<file path="src/rtl/stall_pkg.sv">
`timescale 1ns/1ps
package stall_pkg;
  typedef enum logic [1:0] {
    CAUSE_MISSQ = 2'd0,
    CAUSE_WBUF  = 2'd1,
    CAUSE_NOTGT = 2'd2
  } stall_cause_e;

  localparam int CAUSE_COUNT = 3;
  localparam int QUEUE_COUNT = int'(CAUSE_WBUF) + 1;
endpackage

</file>
<file path="src/rtl/stall_queue_events.sv">
`timescale 1ns/1ps
module stall_queue_events #(
  parameter int NUM_CAUSES = 3,
  parameter int NUM_QUEUES = 2
) (
  input  logic                  clk,
  input  logic                  rst,
  input  logic [NUM_QUEUES-1:0] q_full,
  input  logic [NUM_QUEUES-1:0] q_alloc,
  input  logic [NUM_QUEUES-1:0] q_issue,
  output logic [NUM_CAUSES-1:0] q_set,
  output logic [NUM_CAUSES-1:0] q_clr
);
  logic [NUM_QUEUES-1:0] full_prev;

  always_ff @(posedge clk) begin
    if (rst) full_prev <= '0;
    else     full_prev <= q_full;
  end

  for (genvar c = 0; c < NUM_CAUSES; c++) begin : g_map
    if (c < NUM_QUEUES) begin : g_queue
      assign q_set[c] = q_alloc[c] & q_full[c];
      assign q_clr[c] = q_issue[c] & full_prev[c] & ~q_full[c];
    end else begin : g_none
      assign q_set[c] = 1'b0;
      assign q_clr[c] = 1'b0;
    end
  end
endmodule

</file>
<file path="src/rtl/stall_mask_ctrl.sv">
`timescale 1ns/1ps
module stall_mask_ctrl #(
  parameter int NUM_CAUSES = 3,
  parameter int TIME_W     = 32
) (
  input  logic                  clk,
  input  logic                  rst,
  input  logic [NUM_CAUSES-1:0] set_v,
  input  logic [NUM_CAUSES-1:0] clr_v,
  output logic [NUM_CAUSES-1:0] mask_q,
  output logic                  stall_q,
  output logic [NUM_CAUSES-1:0] open_hit,
  output logic [NUM_CAUSES-1:0] close_hit,
  output logic [TIME_W-1:0]     close_delta
);
  localparam logic [NUM_CAUSES-1:0] ONE = NUM_CAUSES'(1);

  logic [NUM_CAUSES-1:0] mask_nx;
  logic [NUM_CAUSES-1:0] removed;
  logic                  opening;
  logic                  closing;
  logic [TIME_W-1:0]     cyc_q;
  logic [TIME_W-1:0]     start_q;

  always_comb begin
    mask_nx     = (mask_q & ~clr_v) | set_v;
    removed     = mask_q & clr_v;
    opening     = (mask_q == '0) && (set_v != '0);
    closing     = (mask_q != '0) && (mask_nx == '0);
    open_hit    = opening ? (set_v & (~set_v + ONE)) : '0;
    close_hit   = closing ? (removed & (~removed + ONE)) : '0;
    close_delta = cyc_q - start_q;
  end

  always_ff @(posedge clk) begin
    if (rst) begin
      mask_q  <= '0;
      stall_q <= 1'b0;
      cyc_q   <= '0;
      start_q <= '0;
    end else begin
      mask_q  <= mask_nx;
      stall_q <= (mask_nx != '0);
      cyc_q   <= cyc_q + TIME_W'(1);
      if (opening) start_q <= cyc_q;
    end
  end
endmodule

</file>
<file path="src/rtl/stall_stat_bank.sv">
`timescale 1ns/1ps
module stall_stat_bank #(
  parameter int NUM_CAUSES = 3,
  parameter int CNT_W      = 32,
  parameter int TIME_W     = 32
) (
  input  logic                        clk,
  input  logic                        rst,
  input  logic [NUM_CAUSES-1:0]       open_hit,
  input  logic [NUM_CAUSES-1:0]       close_hit,
  input  logic [TIME_W-1:0]           close_delta,
  output logic [NUM_CAUSES*CNT_W-1:0] episodes,
  output logic [NUM_CAUSES*CNT_W-1:0] cycles
);
  localparam int SUM_W = ((CNT_W > TIME_W) ? CNT_W : TIME_W) + 1;
  localparam logic [CNT_W-1:0] CNT_MAX = '1;
  localparam logic [SUM_W-1:0] SUM_LIM = SUM_W'(CNT_MAX);

  for (genvar c = 0; c < NUM_CAUSES; c++) begin : g_cause
    logic [CNT_W-1:0] ep_q;
    logic [CNT_W-1:0] acc_q;
    logic [SUM_W-1:0] sum;

    assign sum = SUM_W'(acc_q) + SUM_W'(close_delta);

    always_ff @(posedge clk) begin
      if (rst) begin
        ep_q  <= '0;
        acc_q <= '0;
      end else begin
        if (open_hit[c] && (ep_q != CNT_MAX)) ep_q <= ep_q + CNT_W'(1);
        if (close_hit[c]) begin
          if (sum > SUM_LIM) acc_q <= CNT_MAX;
          else               acc_q <= sum[CNT_W-1:0];
        end
      end
    end

    assign episodes[c*CNT_W +: CNT_W] = ep_q;
    assign cycles[c*CNT_W +: CNT_W]   = acc_q;
  end
endmodule

</file>
<file path="src/rtl/cache_stall_tracker.sv">
`timescale 1ns/1ps
module cache_stall_tracker #(
  parameter int NUM_CAUSES = stall_pkg::CAUSE_COUNT,
  parameter int NUM_QUEUES = stall_pkg::QUEUE_COUNT,
  parameter int CNT_W      = 32,
  parameter int TIME_W     = 32
) (
  input  logic                        clk,
  input  logic                        rst,
  input  logic [NUM_CAUSES-1:0]       cause_set_i,
  input  logic [NUM_CAUSES-1:0]       cause_clr_i,
  input  logic [NUM_QUEUES-1:0]       q_full_i,
  input  logic [NUM_QUEUES-1:0]       q_alloc_i,
  input  logic [NUM_QUEUES-1:0]       q_issue_i,
  output logic                        stall_o,
  output logic [NUM_CAUSES-1:0]       cause_mask_o,
  output logic [NUM_CAUSES*CNT_W-1:0] episode_cnt_o,
  output logic [NUM_CAUSES*CNT_W-1:0] stall_cycles_o
);
  logic [NUM_CAUSES-1:0] q_set, q_clr;
  logic [NUM_CAUSES-1:0] set_v, clr_v;
  logic [NUM_CAUSES-1:0] open_hit, close_hit;
  logic [TIME_W-1:0]     close_delta;

  stall_queue_events #(
    .NUM_CAUSES(NUM_CAUSES), .NUM_QUEUES(NUM_QUEUES)
  ) u_qev (
    .clk(clk), .rst(rst),
    .q_full(q_full_i), .q_alloc(q_alloc_i), .q_issue(q_issue_i),
    .q_set(q_set), .q_clr(q_clr)
  );

  assign set_v = cause_set_i | q_set;
  assign clr_v = cause_clr_i | q_clr;

  stall_mask_ctrl #(
    .NUM_CAUSES(NUM_CAUSES), .TIME_W(TIME_W)
  ) u_mask (
    .clk(clk), .rst(rst),
    .set_v(set_v), .clr_v(clr_v),
    .mask_q(cause_mask_o), .stall_q(stall_o),
    .open_hit(open_hit), .close_hit(close_hit),
    .close_delta(close_delta)
  );

  stall_stat_bank #(
    .NUM_CAUSES(NUM_CAUSES), .CNT_W(CNT_W), .TIME_W(TIME_W)
  ) u_stats (
    .clk(clk), .rst(rst),
    .open_hit(open_hit), .close_hit(close_hit),
    .close_delta(close_delta),
    .episodes(episode_cnt_o), .cycles(stall_cycles_o)
  );
endmodule

</file>
<file path="config.mk">
export PLATFORM = sky130hd
export DESIGN_NAME = cache_stall_tracker
export DESIGN_NICKNAME = d
export VERILOG_FILES = /design/src/rtl/stall_pkg.sv /design/src/rtl/stall_queue_events.sv /design/src/rtl/stall_mask_ctrl.sv /design/src/rtl/stall_stat_bank.sv /design/src/rtl/cache_stall_tracker.sv
export SDC_FILE = /design/constraint.sdc
export NUM_CORES = 1
export LEC_CHECK = 0
export BUFFER_PORTS_ARGS = -buffer_cell sky130_fd_sc_hd__clkbuf_2
export CORE_MARGIN = 2
export CORE_UTILIZATION = 58
export DETAILED_ROUTE_END_ITERATION = 6
export GPL_TIMING_DRIVEN = 0
export PLACE_DENSITY = 0.83
export SKIP_LAST_GASP = 1
export SYNTH_ARGS = -nofsm -noshare
export SYNTH_HDL_FRONTEND = slang
export SYNTH_HIERARCHICAL = 1
export SYNTH_SLANG_ARGS = --single-unit
</file>
<file path="constraint.sdc">
create_clock -name clk -period 5.4 [get_ports clk]
set_input_delay 0 -clock clk [delete_from_list [all_inputs] [get_ports clk]]
set_output_delay 0 -clock clk [all_outputs]
set_load 0.01 [all_outputs]
</file>
# [Word-level counts from Yosys, hierarchy flattened]
# Index checks and enable logic that the tools add are counted.
[totals] elab_cells=60 regBits=262 inputBits=14
[classes] n_reduce_logical=10 addsub=10 mux=5 bitwise_logic=18 order_cmp=3 eq_ne=3
[ops] cell="adder 32 x 1 -> 32 bit, second input constant" n=4
[ops] cell="adder 32 x 32 -> 33 bit" n=3
[ops] cell="greater-than comparator 33 x 32 -> 1 bit, second input constant" n=3
[ops] cell="two-way mux 32 bit" n=3
[ops] cell="!= test 32 bit, second input constant" n=3
[ops] cell="subtractor 32 bit" n=1
[ops] cell="bitwise AND 3 bit" n=4
[ops] cell="inverter 3 bit" n=3
[ops] cell="nonzero test 3 bit" n=3
[ops] cell="adder 3 x 1 -> 3 bit, second input constant" n=2
[ops] cell="bitwise AND 1 bit" n=6
[ops] cell="zero test 3 bit" n=2
[ops] cell="two-way mux 3 bit" n=2
[ops] cell="OR 3 x 2 -> 3 bit" n=2
[ops] cell="logical AND 1 bit" n=5
[ops] cell="OR 3 bit" n=1
[ops] cell="inverter 1 bit" n=2

# [Logic depth before layout (Yosys ltp)]
[depth] word_depth=9 mapped_depth=21 ltp_nobuf=20

# [Modules after synthesis]
# The synthesis kept the hierarchy.
[by_module_without_submodules] module="stall_stat_bank" seq_area_each_um2=3843.7 cells_per_inst=1443 n_inst=1 area_each_um2=12104.1
[by_module_without_submodules] module="stall_mask_ctrl" seq_area_each_um2=1361.3 cells_per_inst=619 n_inst=1 area_each_um2=4658.2
[by_module_without_submodules] module="stall_queue_events" seq_area_each_um2=40.0 cells_per_inst=11 n_inst=1 area_each_um2=106.4
[by_module_without_submodules] module="cache_stall_tracker" seq_area_each_um2=0.0 cells_per_inst=6 n_inst=1 area_each_um2=37.5

# [Least setup slack after synthesis]
# OpenSTA, ideal clock, no wires.
[synth_path] path_kind="register to register" startpoint="register u_mask.cyc_q[0]" endpoint="register u_stats.g_cause[0].acc_q[10]" setup_ps=81 arrival_ps=4443 period_less_slack_ps=4524 stages_incl_launch_ff=21 path_slack_ps=876 cell_sequence="dfxtp_1 -> inv_1 -> ha_1 -> fa_1 -> and2b_1 -> o2111ai_1 -> a21oi_1 -> and3b_2 -> o21ai_1 -> a21oi_1 -> xnor2_1 -> ha_1 -> nand3_1 -> nand2b_1 -> inv_1 -> a21oi_1 -> o41a_1 -> o31a_1 -> o2111a_2 -> buf_6 -> a211oi_2"
[synth_between] elab_chain_cells=4
[synth_lines] item="start: declaration" line_no="stall_mask_ctrl.sv:22" text="logic [TIME_W-1:0] cyc_q;"
[synth_lines] item="start signal: assignment" line_no="stall_mask_ctrl.sv:44" text="cyc_q <= cyc_q + TIME_W'(1);"
[synth_lines] item="subtractor 32 bit" line_no="stall_mask_ctrl.sv:32" text="close_delta = cyc_q - start_q;"
[synth_lines] item="named net close_delta[18]" line_no="cache_stall_tracker.sv:23" text="logic [TIME_W-1:0] close_delta;"
[synth_lines] item="adder 32 x 32 -> 33 bit" line_no="stall_stat_bank.sv:24" text="assign sum = SUM_W'(acc_q) + SUM_W'(close_delta);"
[synth_lines] item="greater-than comparator 33 x 32 -> 1 bit" line_no="stall_stat_bank.sv:33" text="if (sum > SUM_LIM) acc_q <= CNT_MAX;"
[synth_lines] item="two-way mux 32 bit" line_no="stall_stat_bank.sv:33"
[synth_lines] item="end signal: assignment" line_no="stall_stat_bank.sv:34" text="else acc_q <= sum[CNT_W-1:0];"
[synth_lines] item="end: declaration" line_no="stall_stat_bank.sv:21" text="logic [CNT_W-1:0] acc_q;"
# The timed path passes the listed nets, and every way through them passes these cells.
# A chain may end at the register's enable or synchronous reset.

# [Final worst setup path]
[layout_path] startpoint="register u_mask.cyc_q[1]" endpoint="register u_stats.g_cause[2].acc_q[5]"
[layout_between] elab_chain_cells=4
[layout_lines] item="subtractor 32 bit" line_no="stall_mask_ctrl.sv:32"
[layout_lines] item="named net close_delta[13]" line_no="cache_stall_tracker.sv:23"
[layout_lines] item="adder 32 x 32 -> 33 bit" line_no="stall_stat_bank.sv:24"
[layout_lines] item="greater-than comparator 33 x 32 -> 1 bit" line_no="stall_stat_bank.sv:33"
[layout_lines] item="two-way mux 32 bit" line_no="stall_stat_bank.sv:33"
[layout_lines] item="end signal: assignment" line_no="stall_stat_bank.sv:34"
[layout_lines] item="end: declaration" line_no="stall_stat_bank.sv:21"
# The timed path passes the listed nets, and every way through them passes these cells.

==> results.json <==
{
  "outcome": "completed",
  "detail_route.wl_per_cell_um": 17.8,
  "htreeDepth": 1,
  "clockBufferDepth": 3,
  "design_area_sq_um": 19700,
  "cp.arrival_ns": 5.54,
  "clock_skew_ns": 0.0219,
  "crit_top_cell": "ha_1",
  "first_pass_iters": 5,
  "antenna_found_initial": 0,
  "max_freq_mhz": 195,
  "synth_edf_count": 0,
  "cts_tree": "built",
  "worstMarginPinSlew_ns": 0.849,
  "rsz0062_at_grt": "no",
  "die_x_um": 175,
  "drv_slew": 0,
  "avgSynthCellArea_sq_um": 8.13,
  "crit_type": "reg -> reg",
  "yosysMostFrequentCell": "nor2_1",
  "dieArea_sq_um": 30500,
  "num_vias": 16400,
  "ys_async_sr_fraction_pct": 0,
  "die_y_um": 175,
  "synthTopCellsByCount": "285 x nor2_1, 262 x dfxtp_1, 188 x nand2_1",
  "min_period_ns": 5.13,
  "path_cells": "ha_1 -> nor2b_1 -> o2111ai_1 -> nand2_2 -> o21ai_2 -> nor2_1 -> nor3_2 -> ha_1 -> a21oi_1 -> o21ai_1 -> a21o_1 -> a221oi_2 -> nand4b_1 -> a31oi_2 -> a311oi_2 -> nor3_4 -> clkbuf_4 -> a211oi_1",
  "grt_pass1_wl_mm": 77.4,
  "worst_setup_path_start_kind": "flip-flop",
  "cpPeakStageDelay_ns": 0.50,
  "rows": 62,
  "synth_warnings": 6,
  "drive_above_1_share_pct": 15.8,
  "viasPerCell": 5.98,
  "netlist.area_leader.share_pct": 31.0,
  "grt_pass1_vias": 15500,
  "critPathMaxFanout": 10,
  "dpl.hpwl_mm": 37.0,
  "ys_seq_elements": 262,
  "cap_violations": 0,
  "nets": 2480,
  "syn_to_final_growth_pct": 16.6,
  "io_pins": 210,
  "finalHoldViolations": 0,
  "gp_congestion": 0.947,
  "placed_area_sq_um": 18400,
  "clkSinkCount": 262,
  "cellLeakagePower_nw": 8.42,
  "clock_latency_ns": 0.57,
  "syn-cell-area_sq_um": 16900,
  "antenna_cells": 0,
  "powerDensity_nw_per_um2": 247,
  "synth_flop_cell": "dfxtp_1",
  "critPathRequiredTime_ns": 5.81,
  "route.detailed.drc": 0,
  "synthTopCellsByArea": "dfxtp_1 31%, ha_1 9.7%, xor2_1 7.2%",
  "ys_seq_area_share_pct": 31.0,
  "postSynthCellCount": 2079,
  "critPathCaptureType": "flip-flop",
  "initial_utilization_pct": 58.9,
  "ant_nets": 0,
  "final_core_util_pct": 68.7,
  "ir_drop_v": 0.000244,
  "slowest_stage": "dfxtp_1",
  "synth_cell_types": 87,
  "overflow": 0,
  "drt_iter0_markers": 1143,
  "period_share_pct": 95.1,
  "numCtsBuffers": 29,
  "totalWireLength_mm": 48.7,
  "hold_class": "in -> reg",
  "max_slew_margin_pct": 43.4,
  "grt_max_degree": 15,
  "finalSetupViolCount": 0,
  "grt_use_total_pct": 30.8,
  "port_buffers": 209,
  "synth_area_leader_cell": "dfxtp_1",
  "path_clk_slew_ns": 0.06,
  "coreArea_sq_um": 28700,
  "root_buffer": "clkbuf_16"
}
==> per-stage QoR <==
stage | hold WS [ns] | instances | power (mW) | setup slack, ns | setup TNS (ns)
after floorplan | 0.142 | 2080 | 2.56 | 0.876 | 0
after global placement | 0.249 | 2673 | 2.73 | -0.526 | -26.74
after detailed placement | 0.258 | 2673 | 2.75 | -0.708 | -35.18
after CTS | 0.0388 | 2735 | 4.88 | 0.00516 | 0
after global routing | 0.0588 | 2738 | 5.06 | 0.0212 | 0
final | 0.0539 | 2738 | 4.87 | 0.267 | 0
==> worst max-delay path: cells and delay by family, from the launching register on <==
kind                       cells  cell delay, ns
DFF                            1            0.50
adders and majority gates      2            0.66
buffers and inverters          1            0.29
AOI/OAI and AO/OA              9            2.19
and+or+nand+nor                6            1.34
==> what timing repair did <==
| item | CTS | global route |
|---|---|---|
| pin swaps | 2 | 3 |
| setup buffers | 1 | 3 |
| hold buffers | 7 | 0 |
| hold endpoints to repair | 6 | 0 |
| gates resized for setup | 10 | 17 |
| setup endpoints to repair | 91 | 94 |
==> logic make-up (layout without fill, tap and decap cells) <==
family,count (synthesis),after routing,synth area share [%]
mux,3,3,0.178
fa+ha+maj,135,135,10.2
flops,262,262,31.0
compound gates,535,535,21.9
other cells,1,2,0.0222
simple gates,775,775,21.7
xor+xnor,218,218,11.3
buf+inv,150,424,3.65
==> layout make-up <==
type                       count  area, sq um
buffer                        75          345
timing repair buffer         220         1150
multi-input combinational   1668        11200
fill                        2355         9000
clock inverter                22          270
clock buffer                  32          757
inverter                      75          282
tap                          384          480
sequential                   262         5250
==> power by group <==
group / leakage, nW / switching [mW] / total (mW) / internal, mW
clock network: 0.494 / 0.861 / 2.12 / 1.26
registers: 2.11 / 0.0130 / 1.96 / 1.94
logic: 5.81 / 0.512 / 0.796 / 0.284
total: 8.42 / 1.39 / 4.87 / 3.49
==> routing by layer <==
layer | track usage [%] | part of all wire (%) | vias to the layer above | routed length (um)
met5 | 0 | 0 | - | 0
met4 | 10.8 | 3.5 | 0 | 1700
met3 | 6.40 | 8.3 | 118 | 4050
met2 | 52.0 | 46 | 653 | 22400
met1 | 38.9 | 42 | 7652 | 20600
li1 | - | - | 7948 | -
==> flip-flops by register name, indices dropped and copies added, names as in the netlist <==
signal                 flops
u_mask/cyc_q              32
u_mask/mask_q              3
u_mask/stall_q             1
u_mask/start_q            32
u_qev/full_prev            2
u_stats/g_cause.acc_q     96
u_stats/g_cause.ep_q      96
==> placed cells by master (no fill, tap or decap), types with 20 or more instances in the layout <==
master	instances
a21oi_1	147
or3_1	20
and4_1	20
clkbuf_2	211
nand2_1	188
and3_1	36
xor2_1	138
a211oi_1	71
ha_1	131
nand4_1	30
xnor2_1	75
a31oi_1	20
nor3_1	25
inv_1	75
clkbuf_16	29
dfxtp_1	261
a21o_1	58
nor2_1	285
o21ai_0	72
a211oi_2	31
nand3_1	71
clkbuf_1	54
==> final timing paths <==
path                      start                     endpoint  slack [ns]  cells after the start
max             u_mask/cyc_q[1]  u_stats/g_cause[2].acc_q[5]        0.27                     18
min              cause_clr_i[2]             u_mask/mask_q[2]        0.05                      5
max reg2reg     u_mask/cyc_q[1]  u_stats/g_cause[2].acc_q[5]        0.27                     18
min reg2reg  u_mask/start_q[29]           u_mask/start_q[29]        0.46                      2
Note: power is estimated with default switching activity, not from simulation.
